==> config.mk <==
export PLATFORM = sky130hd
export DESIGN_NAME = gtimer16
export DESIGN_NICKNAME = d
export VERILOG_FILES = /design/src/rtl/gtimer16_pkg.sv /design/src/rtl/gtimer16_dp.sv /design/src/rtl/gtimer16_ctrl.sv /design/src/rtl/gtimer16.sv
export SDC_FILE = /design/constraint.sdc
export NUM_CORES = 1
export LEC_CHECK = 0
export CELL_PAD_IN_SITES_DETAIL_PLACEMENT = 0
export CELL_PAD_IN_SITES_GLOBAL_PLACEMENT = 2
export CORE_MARGIN = 5
export CORE_UTILIZATION = 40
export CTS_BUF_LIST = sky130_fd_sc_hd__clkbuf_16
export CTS_CLUSTER_SIZE = 16
export DETAILED_ROUTE_END_ITERATION = 10
export PLACE_DENSITY = 0.88
export SKIP_LAST_GASP = 1
export SLEW_MARGIN = 20
export SYNTH_ARGS = -nofsm -noshare
export SYNTH_HDL_FRONTEND = slang
export SYNTH_SLANG_ARGS = --single-unit
==> constraint.sdc <==
create_clock -name clk -period 7.3 [get_ports clk]
set_input_delay 2.19 -clock clk [delete_from_list [all_inputs] [get_ports clk]]
set_output_delay 2.19 -clock clk [all_outputs]
set_load 0.02 [all_outputs]
==> src/rtl/gtimer16_pkg.sv <==
package gtimer16_pkg;
  localparam int CNT_W      = 16;
  localparam int BYTE_W     = 8;
  localparam int PS_W       = 2;
  localparam int PSC_W      = (1 << PS_W) - 1;
  localparam int GSEL_W     = 2;
  localparam int NUM_GATE   = 1 << GSEL_W;
  localparam int NUM_CLK    = 2;
  localparam int CSEL_W     = $clog2(NUM_CLK);
  localparam int SYNC_DEPTH = 2;

  typedef enum logic [1:0] {
    A_CTRL = 2'd0,
    A_STAT = 2'd1,
    A_CLO  = 2'd2,
    A_CHI  = 2'd3
  } regAddr_t;

  // Strobes and settings from control to datapath
  typedef struct packed {
    logic              enable;
    logic              syncMode;
    logic [PS_W-1:0]   psSel;
    logic              gateOpen;
    logic              loadLo;
    logic              loadHi;
    logic [BYTE_W-1:0] loadLoVal;
    logic [BYTE_W-1:0] loadHiVal;
  } dpCtl_t;
endpackage

==> src/rtl/gtimer16_dp.sv <==
module gtimer16_dp
  import gtimer16_pkg::*;
(
  input  logic             clk,
  input  logic             rst_n,
  input  logic             tclkIn,
  input  dpCtl_t           ctl,
  output logic [CNT_W-1:0] cnt,
  output logic             rollPulse
);
  logic [SYNC_DEPTH-1:0] syncQ;
  logic tclkSmp, prevT, riseT, fallT, armed, countEdge, anyLoad, psHit;
  logic [PSC_W-1:0] psCnt, psLimit;
  logic [CNT_W-1:0] cntQ;

  // Sampling path: the synchronizer chain or the raw input
  generate
    if (SYNC_DEPTH > 1) begin : g_chain
      always_ff @(posedge clk or negedge rst_n)
        if (!rst_n) syncQ <= '0;
        else        syncQ <= {syncQ[SYNC_DEPTH-2:0], tclkIn};
    end else begin : g_single
      always_ff @(posedge clk or negedge rst_n)
        if (!rst_n) syncQ <= '0;
        else        syncQ <= tclkIn;
    end
  endgenerate

  assign tclkSmp = ctl.syncMode ? syncQ[SYNC_DEPTH-1] : tclkIn;

  always_ff @(posedge clk or negedge rst_n)
    if (!rst_n) prevT <= 1'b0;
    else        prevT <= tclkSmp;

  assign riseT = tclkSmp & ~prevT;
  assign fallT = ~tclkSmp & prevT;

  // Arming: a falling edge must follow each enable
  always_ff @(posedge clk or negedge rst_n)
    if (!rst_n)           armed <= 1'b0;
    else if (!ctl.enable) armed <= 1'b0;
    else if (fallT)       armed <= 1'b1;

  always_comb psLimit = PSC_W'((1 << ctl.psSel) - 1);

  assign countEdge = riseT & armed & ctl.enable & ctl.gateOpen;
  assign psHit     = (psCnt >= psLimit);
  assign anyLoad   = ctl.loadLo | ctl.loadHi;

  always_ff @(posedge clk or negedge rst_n) begin
    if (!rst_n) begin
      psCnt     <= '0;
      cntQ      <= '0;
      rollPulse <= 1'b0;
    end else if (anyLoad) begin
      psCnt     <= '0;
      rollPulse <= 1'b0;
      if (ctl.loadLo) cntQ[BYTE_W-1:0]     <= ctl.loadLoVal;
      if (ctl.loadHi) cntQ[CNT_W-1:BYTE_W] <= ctl.loadHiVal;
    end else if (countEdge) begin
      if (psHit) begin
        psCnt     <= '0;
        cntQ      <= cntQ + 1'b1;
        rollPulse <= &cntQ;
      end else begin
        psCnt     <= psCnt + 1'b1;
        rollPulse <= 1'b0;
      end
    end else begin
      rollPulse <= 1'b0;
    end
  end

  assign cnt = cntQ;
endmodule

==> src/rtl/gtimer16_ctrl.sv <==
module gtimer16_ctrl
  import gtimer16_pkg::*;
(
  input  logic                clk,
  input  logic                rst_n,
  input  logic                wrEn,
  input  logic                rdEn,
  input  logic [1:0]          addr,
  input  logic [BYTE_W-1:0]   wrData,
  output logic [BYTE_W-1:0]   rdData,
  input  logic [NUM_GATE-1:0] gateIn,
  input  logic [CNT_W-1:0]    cnt,
  input  logic                rollPulse,
  output dpCtl_t              ctl,
  output logic [CSEL_W-1:0]   clkSel,
  output logic                ovfFlag,
  output logic                gateFlag,
  output logic                gateActive,
  output logic                gateEn
);
  logic [6:0]        ctrlQ;
  logic [GSEL_W-1:0] gateSel;
  logic [BYTE_W-1:0] hiBuf, shadowHi;
  logic              gateLvlQ, gateActPrev, atomic, gatePol;
  logic              wrCtrl, wrStat, wrLo, wrHi, rdLo;
  regAddr_t          addrE;

  assign addrE   = regAddr_t'(addr);
  assign wrCtrl  = wrEn && addrE == A_CTRL;
  assign wrStat  = wrEn && addrE == A_STAT;
  assign wrLo    = wrEn && addrE == A_CLO;
  assign wrHi    = wrEn && addrE == A_CHI;
  assign rdLo    = rdEn && addrE == A_CLO;
  assign atomic  = ctrlQ[4];
  assign gateEn  = ctrlQ[5];
  assign gatePol = ctrlQ[6];

  always_ff @(posedge clk or negedge rst_n) begin
    if (!rst_n) begin
      ctrlQ    <= '0;
      gateSel  <= '0;
      clkSel   <= '0;
      hiBuf    <= '0;
      shadowHi <= '0;
    end else begin
      if (wrCtrl) ctrlQ <= wrData[6:0];
      if (wrStat) begin
        gateSel <= wrData[GSEL_W-1:0];
        clkSel  <= wrData[5 +: CSEL_W];
      end
      if (wrHi && atomic) hiBuf <= wrData;
      if (rdLo) shadowHi <= cnt[CNT_W-1:BYTE_W];
    end
  end

  // Gate level sampling and event detection
  always_ff @(posedge clk or negedge rst_n)
    if (!rst_n) begin
      gateLvlQ    <= 1'b0;
      gateActPrev <= 1'b0;
    end else begin
      gateLvlQ    <= gateIn[gateSel];
      gateActPrev <= gateActive;
    end

  assign gateActive = gateLvlQ ^ gatePol;

  // Sticky flags: set wins over write-one-to-clear
  always_ff @(posedge clk or negedge rst_n)
    if (!rst_n) begin
      ovfFlag  <= 1'b0;
      gateFlag <= 1'b0;
    end else begin
      ovfFlag  <= (ovfFlag  & ~(wrStat & wrData[3])) | rollPulse;
      gateFlag <= (gateFlag & ~(wrStat & wrData[4])) |
                  (gateEn & gateActPrev & ~gateActive);
    end

  always_comb begin
    ctl.enable    = ctrlQ[0];
    ctl.psSel     = ctrlQ[2:1];
    ctl.syncMode  = ctrlQ[3];
    ctl.gateOpen  = ~gateEn | gateActive;
    ctl.loadLo    = wrLo;
    ctl.loadLoVal = wrData;
    ctl.loadHi    = atomic ? wrLo : wrHi;
    ctl.loadHiVal = atomic ? hiBuf : wrData;
  end

  always_comb begin
    unique case (addrE)
      A_CTRL:  rdData = {1'b0, ctrlQ};
      A_STAT:  rdData = {{(3-CSEL_W){1'b0}}, clkSel, gateFlag, ovfFlag,
                         gateActive, gateSel};
      A_CLO:   rdData = cnt[BYTE_W-1:0];
      default: rdData = atomic ? shadowHi : cnt[CNT_W-1:BYTE_W];
    endcase
  end
endmodule

==> src/rtl/gtimer16.sv <==
module gtimer16
  import gtimer16_pkg::*;
(
  input  logic                clk,
  input  logic                rst_n,
  input  logic [NUM_CLK-1:0]  tclkSrc,
  input  logic [NUM_GATE-1:0] gateIn,
  input  logic                wrEn,
  input  logic                rdEn,
  input  logic [1:0]          addr,
  input  logic [BYTE_W-1:0]   wrData,
  output logic [BYTE_W-1:0]   rdData,
  output logic                rollPulse,
  output logic                ovfFlag,
  output logic                gateFlag
);
  dpCtl_t            dpCtl;
  logic [CNT_W-1:0]  cntVal;
  logic [CSEL_W-1:0] clkSel;
  logic              gateActive, gateEn, tclkIn;

  assign tclkIn = tclkSrc[clkSel];

  gtimer16_ctrl u_ctrl (
    .clk(clk), .rst_n(rst_n), .wrEn(wrEn), .rdEn(rdEn), .addr(addr),
    .wrData(wrData), .rdData(rdData), .gateIn(gateIn), .cnt(cntVal),
    .rollPulse(rollPulse), .ctl(dpCtl), .clkSel(clkSel),
    .ovfFlag(ovfFlag), .gateFlag(gateFlag), .gateActive(gateActive),
    .gateEn(gateEn)
  );

  gtimer16_dp u_dp (
    .clk(clk), .rst_n(rst_n), .tclkIn(tclkIn), .ctl(dpCtl),
    .cnt(cntVal), .rollPulse(rollPulse)
  );
endmodule

-- Word-level counts from Yosys, hierarchy flattened
Index checks and enable logic that the tools add are counted.
- register bits after elaboration: 54
- output and inout bits: 11
- add/sub/neg operators: 3
- magnitude comparators: 3
- equality and inequality tests: 6
- shifts and indexed selects: 1
- mux-type cells: 22
- bitwise gates (word level): 22
- reductions and logical operators: 12
- operators by type and width (operator ; number):
    2-to-1 mux 16 bit ; 3
    2-to-1 mux 8 bit ; 4
    case mux 8 bit (3 select lines) ; 1
    adder 16 x 1 -> 16 bit, second input constant ; 1
    AND reduction 16 bit ; 1
    bitwise AND 1 bit ; 11
    2-to-1 mux 1 bit ; 10
    2-to-1 mux 3 bit ; 3
    logical AND 1 bit ; 6
    inverter 1 bit ; 6
    AND reduction 3 bit ; 2
    == test 2 bit, second input constant ; 2
    != test 2 x 1 -> 1 bit, second input constant ; 2
    OR 1 bit ; 4
    nonzero test 2 bit ; 2
    adder 3 x 1 -> 3 bit, second input constant ; 1
    greater-or-equal comparator 3 bit ; 1
    < comparator 2 x 3 -> 1 bit, second input constant ; 1
    left shift 1 x 2 -> 3 bit, first input constant ; 1
    subtractor 3 x 2 -> 3 bit, second input constant ; 1
    binary-select mux 1 bit (select 2 bit) ; 1
    == test 2 x 1 -> 1 bit, second input constant ; 1
    zero test 2 bit ; 1
    < comparator 1 x 2 -> 1 bit, second input constant ; 1
    other kinds (2) ; 2

-- Logic depth before layout (Yosys ltp)
Gate-level depths: netlist of the first run.
- depth in word-level cells: 9
- mapped depth: 9
- gate-level depth less buffers: 8

-- Cells and area by module
From an unflattened synthesis of the first run, not the netlist that was laid out.
- cells, all modules: 306
- area total of the unflattened synthesis: 3209.3 um^2
- modules (own cells, without submodules) (module ; instances ; cells an instance ; area each (um^2) ; sequential area each (um^2)):
    gtimer16_ctrl ; 1 ; 139 ; 1686.6 ; 750.7
    gtimer16_dp ; 1 ; 166 ; 1507.7 ; 600.6
    gtimer16 ; 1 ; 1 ; 15.0 ; 0.0

-- Least setup slack after synthesis of the first run
No wires, ideal clock.
- path type: input -> output
- start point: input port addr[0]
- end point: output port rdData[0]
- arrival: 3262 ps
- required time: 5110 ps
- path slack: 1848 ps
- stages: 3
- path buffers: 2
- cell sequence: clkbuf_1 > buf_2 > mux4_2
- longest elaborated chain between the ends: 2
- elaborated cells on any way between the ends: 4
- classes of those cells: eq/ne: 2; mux: 1; reduce/logical: 1
- RTL lines (item ; RTL line ; text):
    start, declared ; gtimer16.sv:10 ; input logic [1:0] addr,
    == test 2 bit, or another cell as far along ; gtimer16_ctrl.sv:91 ; unique case (addrE)
    case mux 8 bit (3 select lines) * ; gtimer16_ctrl.sv:91 ;
    end, declared ; gtimer16.sv:12 ; output logic [BYTE_W-1:0] rdData,
Every way passes the cells marked *; elsewhere a longest branch is shown, timed or not.

-- Worst setup path after layout of the first run
- start point: input port addr[1]
- end point: output port rdData[2]
Same word-level chain as after synthesis.

==> results of run 1 <==
==> cells by family after synthesis <==
kind of cell / share of synthesized area, %
buf+inv: 3.22
flops: 45.2
compound gates: 14.5
mux: 18.1
simple gates: 14.8
xor+xnor: 2.05
fa+ha+maj: 2.09
==> worst paths after layout <==
check / startpoint / end / slack, ns / depth (start not counted)
max: addr[1] / rdData[2] / 0.88 / 3
min: u_dp.syncQ[0] / u_dp.syncQ[1] / 0.37 / 0
max reg2reg: u_ctrl.ctrlQ[1] / u_dp.cnt[8] / 4.68 / 7
min reg2reg: u_dp.syncQ[0] / u_dp.syncQ[1] / 0.37 / 0
max in group asynchronous: rst_n / u_dp.cnt[10] / 4.82 / 2
min in group asynchronous: rst_n / u_dp.armed / 2.02 / 2
==> flip-flops by register name, indices dropped and copies added (netlist names), 2 cells and up <==
signal           flops
u_dp.cnt            16
u_ctrl.gateSel       2
u_dp.syncQ           2
u_ctrl.hiBuf         8
u_ctrl.ctrlQ         7
u_ctrl.shadowHi      8
u_dp.psCnt           3
==> report_power, final <==
group | switching (mW) | total (mW) | internal (mW)
Sequential | 0.0710 | 0.441 | 0.370
Combinational | 0.134 | 0.280 | 0.146
Clock | 0.113 | 0.241 | 0.127
==> final cells by class <==
cell class	count	area [µm²]	area share, %
multi-input combinational	204	1540	43.7
sequential	54	1350	38.3
timing repair buffer	35	333	9.44
clock buffer	5	125	3.55
tap	99	124	3.51
inverter	8	30.0	0.852
clock inverter	3	21.3	0.603
==> stage by stage <==
stage	util, %	hold WS, ns
floorplan	-	0.331
global placement	46.6	0.344
detailed placement	46.6	0.360
CTS	48.6	0.389
global route	48.6	0.389
finish	48.6	0.373
==> per-layer routing <==
layer  wire length [µm]  track usage, %
met3                411            3.18
met4                122            6.19
met2               3690            29.8
met1               3760            25.4
met5                  0               0
==> cell usage in the layout, fill, tap and decap left out, drive strengths merged, types with 3 or more instances in the layout <==
cell type and instances:
dfrtp 54, clkdlybuf4s50 29, mux2 28, nand2 24, nor2 20, a21oi 19, o21ai 13, inv 8
mux4 7, nand4 7, nand3 7, mux2i 6, o22ai 6, a21o 6, buf 6, nor2b 5
and3 5, nor3 5, ha 5, clkbuf 5, xnor2 4, and4 4, or2 3, a31oi 3
xor2 3
==> critical path, stage by stage <==
cell and delay [ns]:
clkdlybuf4s50_1 0.89, mux4_2 0.59, clkdlybuf4s50_1 0.56
==> results.md, run 1 <==
* Vias in the first global route at 2,349
* Hold Buf Count CTS at 0
* Synth async-reset ratio at 100%
* DR iter-0 viols at 99
* LEAKAGE at 1.45 nW
* Initial antenna violation count at 0
* Clk pin slew, worst setup/hold paths at 0.07 ns
* # IOs at 31
* CTS tree: done
* Fmax achieved at 156 MHz
* Setup TNS at 0 ns
* Count of final setup violators at 0
* # DRC at 0
* Die Y at 96.4 µm
* Root buf cell: clkbuf_16
* Gr usage total at 18.6%
* Share of the synthesized area in the top cell type at 45.2%
* Largest net degree at the start of global routing at 55
* Row Count at 31
* Setup bufs post-CTS at 0
* DR WL/cell at 19.6 µm
* Post-route antenna net violation count at 0
* Area contributors post-synth: dfrtp_1 45%, mux2_2 9.8%, mux4_2 5.3%
* Horiz. Die Dim at 96.4 µm
* Max-slew violation count at 0
* H-tree level count at 2
* Final nets at 333
* Die area at 9300 µm²
* Post-synthesis register bit count at 54
* Final setup margin at 0.880 ns
* Initial core utilization at 41.2%
* Fin cells at 408
* Synth cell types at 52
* Outcome: finished clean
* CTS Buf Count at 5
* Rel. slew slack at 52.2%
* Synth area leader: dfrtp_1
* Setup crit end kind: primary output
* Pwr dens at 273 nW/µm²
* Post-Layout Inst Area at 3520 µm²
* Setup Skew at 0.0109 ns
* Placed Cells at 400
* CP arrival at 4.23 ns
* Clk_lat worst skew at 0.30 ns
* VDD IR-drop max at 0.000126 V
* Post-synthesis sequential area ratio at 45.2%
* Area Growth Syn to Fin at 18.0%
* Total Power at 0.961 mW
* Final Cycle Share at 87.9%
* RSZ-0062 raised after global routing: no
* CP required at 5.11 ns
* Resize count post-CTS at 0
* Least-Margin Pin Slew at 0.714 ns
* Synthesized Nets at 305
* Via density per instance at 5.64
* Hold Vio Cnt, Final at 0
* N_diodes at 0
* FILL cells at 711
* GRT overflow at 0
* Synth Instances at 280
* Buffers on Ports at 30
* Drt first pass iters at 4
* Synthesized area at 2990 µm²
* Crit Path Class: in2out
* Tmin final at 6.42 ns
* Placer Congestion at 0.863
* Number of synthesized flops with an enable pin at 0
* Startpoint Class: input pin
* Critical Path Fanout Max at 14
* Max-cap violations at 0
* Syn Area/Cell at 10.7 µm²
* Placed inst area at 3380 µm²
* HPWL after detailed placement at 5650 µm
* Hold Crit Class: reg2reg
* Share of cells above drive strength 1 at 18.4%
* Synth Flop Type: dfrtp_1
* Global-route wire length before repair at 12,700 µm
* Final WL at 7990 µm
* Synth Warn # at 0
* Setup slack at placement at 0.877 ns
* CORE AREA at 7250 µm²
* Max clock buf depth at 2
* Most frequent cell after synthesis: dfrtp_1
* Clock Sinks at 54
* Synth top cells by count: 54 x dfrtp_1, 26 x mux2_2, 24 x nand2_1
* Vias at 2,300
No activity file was read; power rests on OpenSTA's default activity.
==> inputs of run 2 (changes only) <==
Settings changed: CORE_MARGIN 5 to 2, TNS_END_PERCENT set to 20.
==> results.md, run 2 (synthesis results as in run 1) <==
* Outcome: finished clean
* Setup TNS at 0 ns
* Max FFs per register at 16
* Root buf cell: clkbuf_16
* Clk_lat worst skew at 0.29 ns
* Horiz. Die Dim at 90.4 µm
* Row Count at 31
* Via density per instance at 5.67
* Tmin final at 6.39 ns
* Cell Chain, Critical Path: clkdlybuf4s50_1 > buf_4 > nand2_1 > o22ai_1 > clkdlybuf4s50_1
* Reg-to-Reg Start: u_ctrl.ctrlQ[1]
* Crit Path Class: in2out
* CTS tree: done
* Reg-to-reg endpoint: u_dp.cnt[8]
* Resize count post-CTS at 0
* Hold Path Cell Cnt at 0
* Cell family with most CP delay: buffers and inverters
* CP required at 5.11 ns
* Slowest stage cell on the critical path: clkdlybuf4s50_1
* Clk pin slew, worst setup/hold paths at 0.07 ns
* Setup bufs post-CTS at 0
* Most common cell after layout, fill and taps aside: dfrtp_1
* Largest net degree at the start of global routing at 55
* CP bufs+invs at 3
* DR iter-0 viols at 102
* Final Cycle Share at 87.5%
* Pwr dens at 277 nW/µm²
* FF/Latch Area at 1350 µm²
* Final WL at 7600 µm
* Clock Sinks at 54
* Most frequent cells in the layout: 54 x dfrtp_1, 29 x clkdlybuf4s50_1, 26 x mux2_2
* HPWL after detailed placement at 5380 µm
* Die area at 8180 µm²
* FILL cells at 674
* Critical Path Fanout Max at 18
* Rel. slew slack at 53.4%
* DR WL/cell at 18.7 µm
* Area Growth Syn to Fin at 18.4%
* Slowest cell delay on critical path at 0.79 ns
* H-tree level count at 2
* Crit-path most repeated cell: clkdlybuf4s50_1
* Max-cap violations at 0
* Hold Crit Class: reg2reg
* Area of the multi-input gates at 1540 µm²
* Fin util at 48.8%
* R2R cell count at 7
* Setup crit end kind: primary output
* Global-route wire length before repair at 12,500 µm
* Setup Skew at 0.00418 ns
* CTS Buf Count at 5
* LEAKAGE at 1.46 nW
* # DRC at 0
* # IOs at 31
* N_diodes at 0
* Die Y at 90.4 µm
* Share of cells above drive strength 1 at 17.9%
* Placer Congestion at 0.836
* Gr usage total at 19.6%
* Post-route antenna net violation count at 0
* Hold Vio Cnt, Final at 0
* FF-to-FF setup slack at 4.71 ns
* CORE AREA at 7250 µm²
* Vias in the first global route at 2,289
* Max-slew violation count at 0
* Least-Margin Pin Slew at 0.699 ns
* Count of final setup violators at 0
* Initial core utilization at 41.2%
* Final nets at 333
* Hold endpoint: u_dp.syncQ[1]
* VDD IR-drop max at 0.000110 V
* Vias at 2,307
* Buffers on Ports at 30
* CP arrival at 4.20 ns
* Hold Crit Start: u_dp.syncQ[0]
* Fmax achieved at 156 MHz
* Hold Buf Count CTS at 0
* Startpoint Class: input pin
* GRT overflow at 0
* Initial antenna violation count at 0
* RSZ-0062 raised after global routing: no
* Max clock buf depth at 2
* Drt first pass iters at 4
[run 2: cell types whose count changed in the layout (fill, tap and decap cells not counted), sizes merged]
cell and change:
bufinv +1, clkinv -1, clkinvlp -1
[run 2: per-layer routing]
layer,vias up,global-route usage (%),part of all wire (%)
met5,-,0,0
met4,0,6.41,2.1
met3,11,3.42,3.3
met2,53,31.5,46
met1,1156,27.0,48
li1,1087,-,-
[run 2: where the power goes]
part	internal [mW]	switching (mW)
registers	0.370	0.0661
clock network	0.159	0.104
logic	0.146	0.135
[run 2: worst max path at each step]
stage	cells past startpoint	to	from	slack (ns)
after floorplan	3	rdData[0]	addr[0]	1.85
after global placement	5	rdData[6]	addr[0]	0.91
after detailed placement	5	rdData[6]	addr[0]	0.89
after CTS	5	rdData[6]	addr[0]	0.88
after global routing	5	rdData[6]	addr[0]	0.81
final	5	rdData[6]	addr[0]	0.91
[run 2: layout make-up]
cell class | count | share of cell area (%)
multi-input combinational | 204 | 43.5
sequential | 54 | 38.2
timing repair buffer | 35 | 9.41
tap | 99 | 3.50
inverter | 8 | 0.849
clock inverter | 2 | 0.955
clock buffer | 5 | 3.54
[run 2: worst register-to-register path, stage by stage (launching register included)]
cell and delay [ns]:
dfrtp_1 0.41, or2_2 0.31, ha_1 0.28, nor2b_1 0.04, o21ai_1 0.48, and3_1 0.51, o21ai_0 0.19, a22o_1 0.26
[run 2: through the flow]
step	hold WS, ns	worst slack [ns]	std cells	power, mW	instance area, µm²
finish	0.349	0.910	407	0.980	3540
detailed placement	0.345	0.893	400	0.723	3380
floorplan	0.331	1.85	280	0.615	2990
CTS	0.353	0.881	407	0.990	3540
global placement	0.338	0.912	400	0.718	3380
global route	0.374	0.807	407	1.04	3540
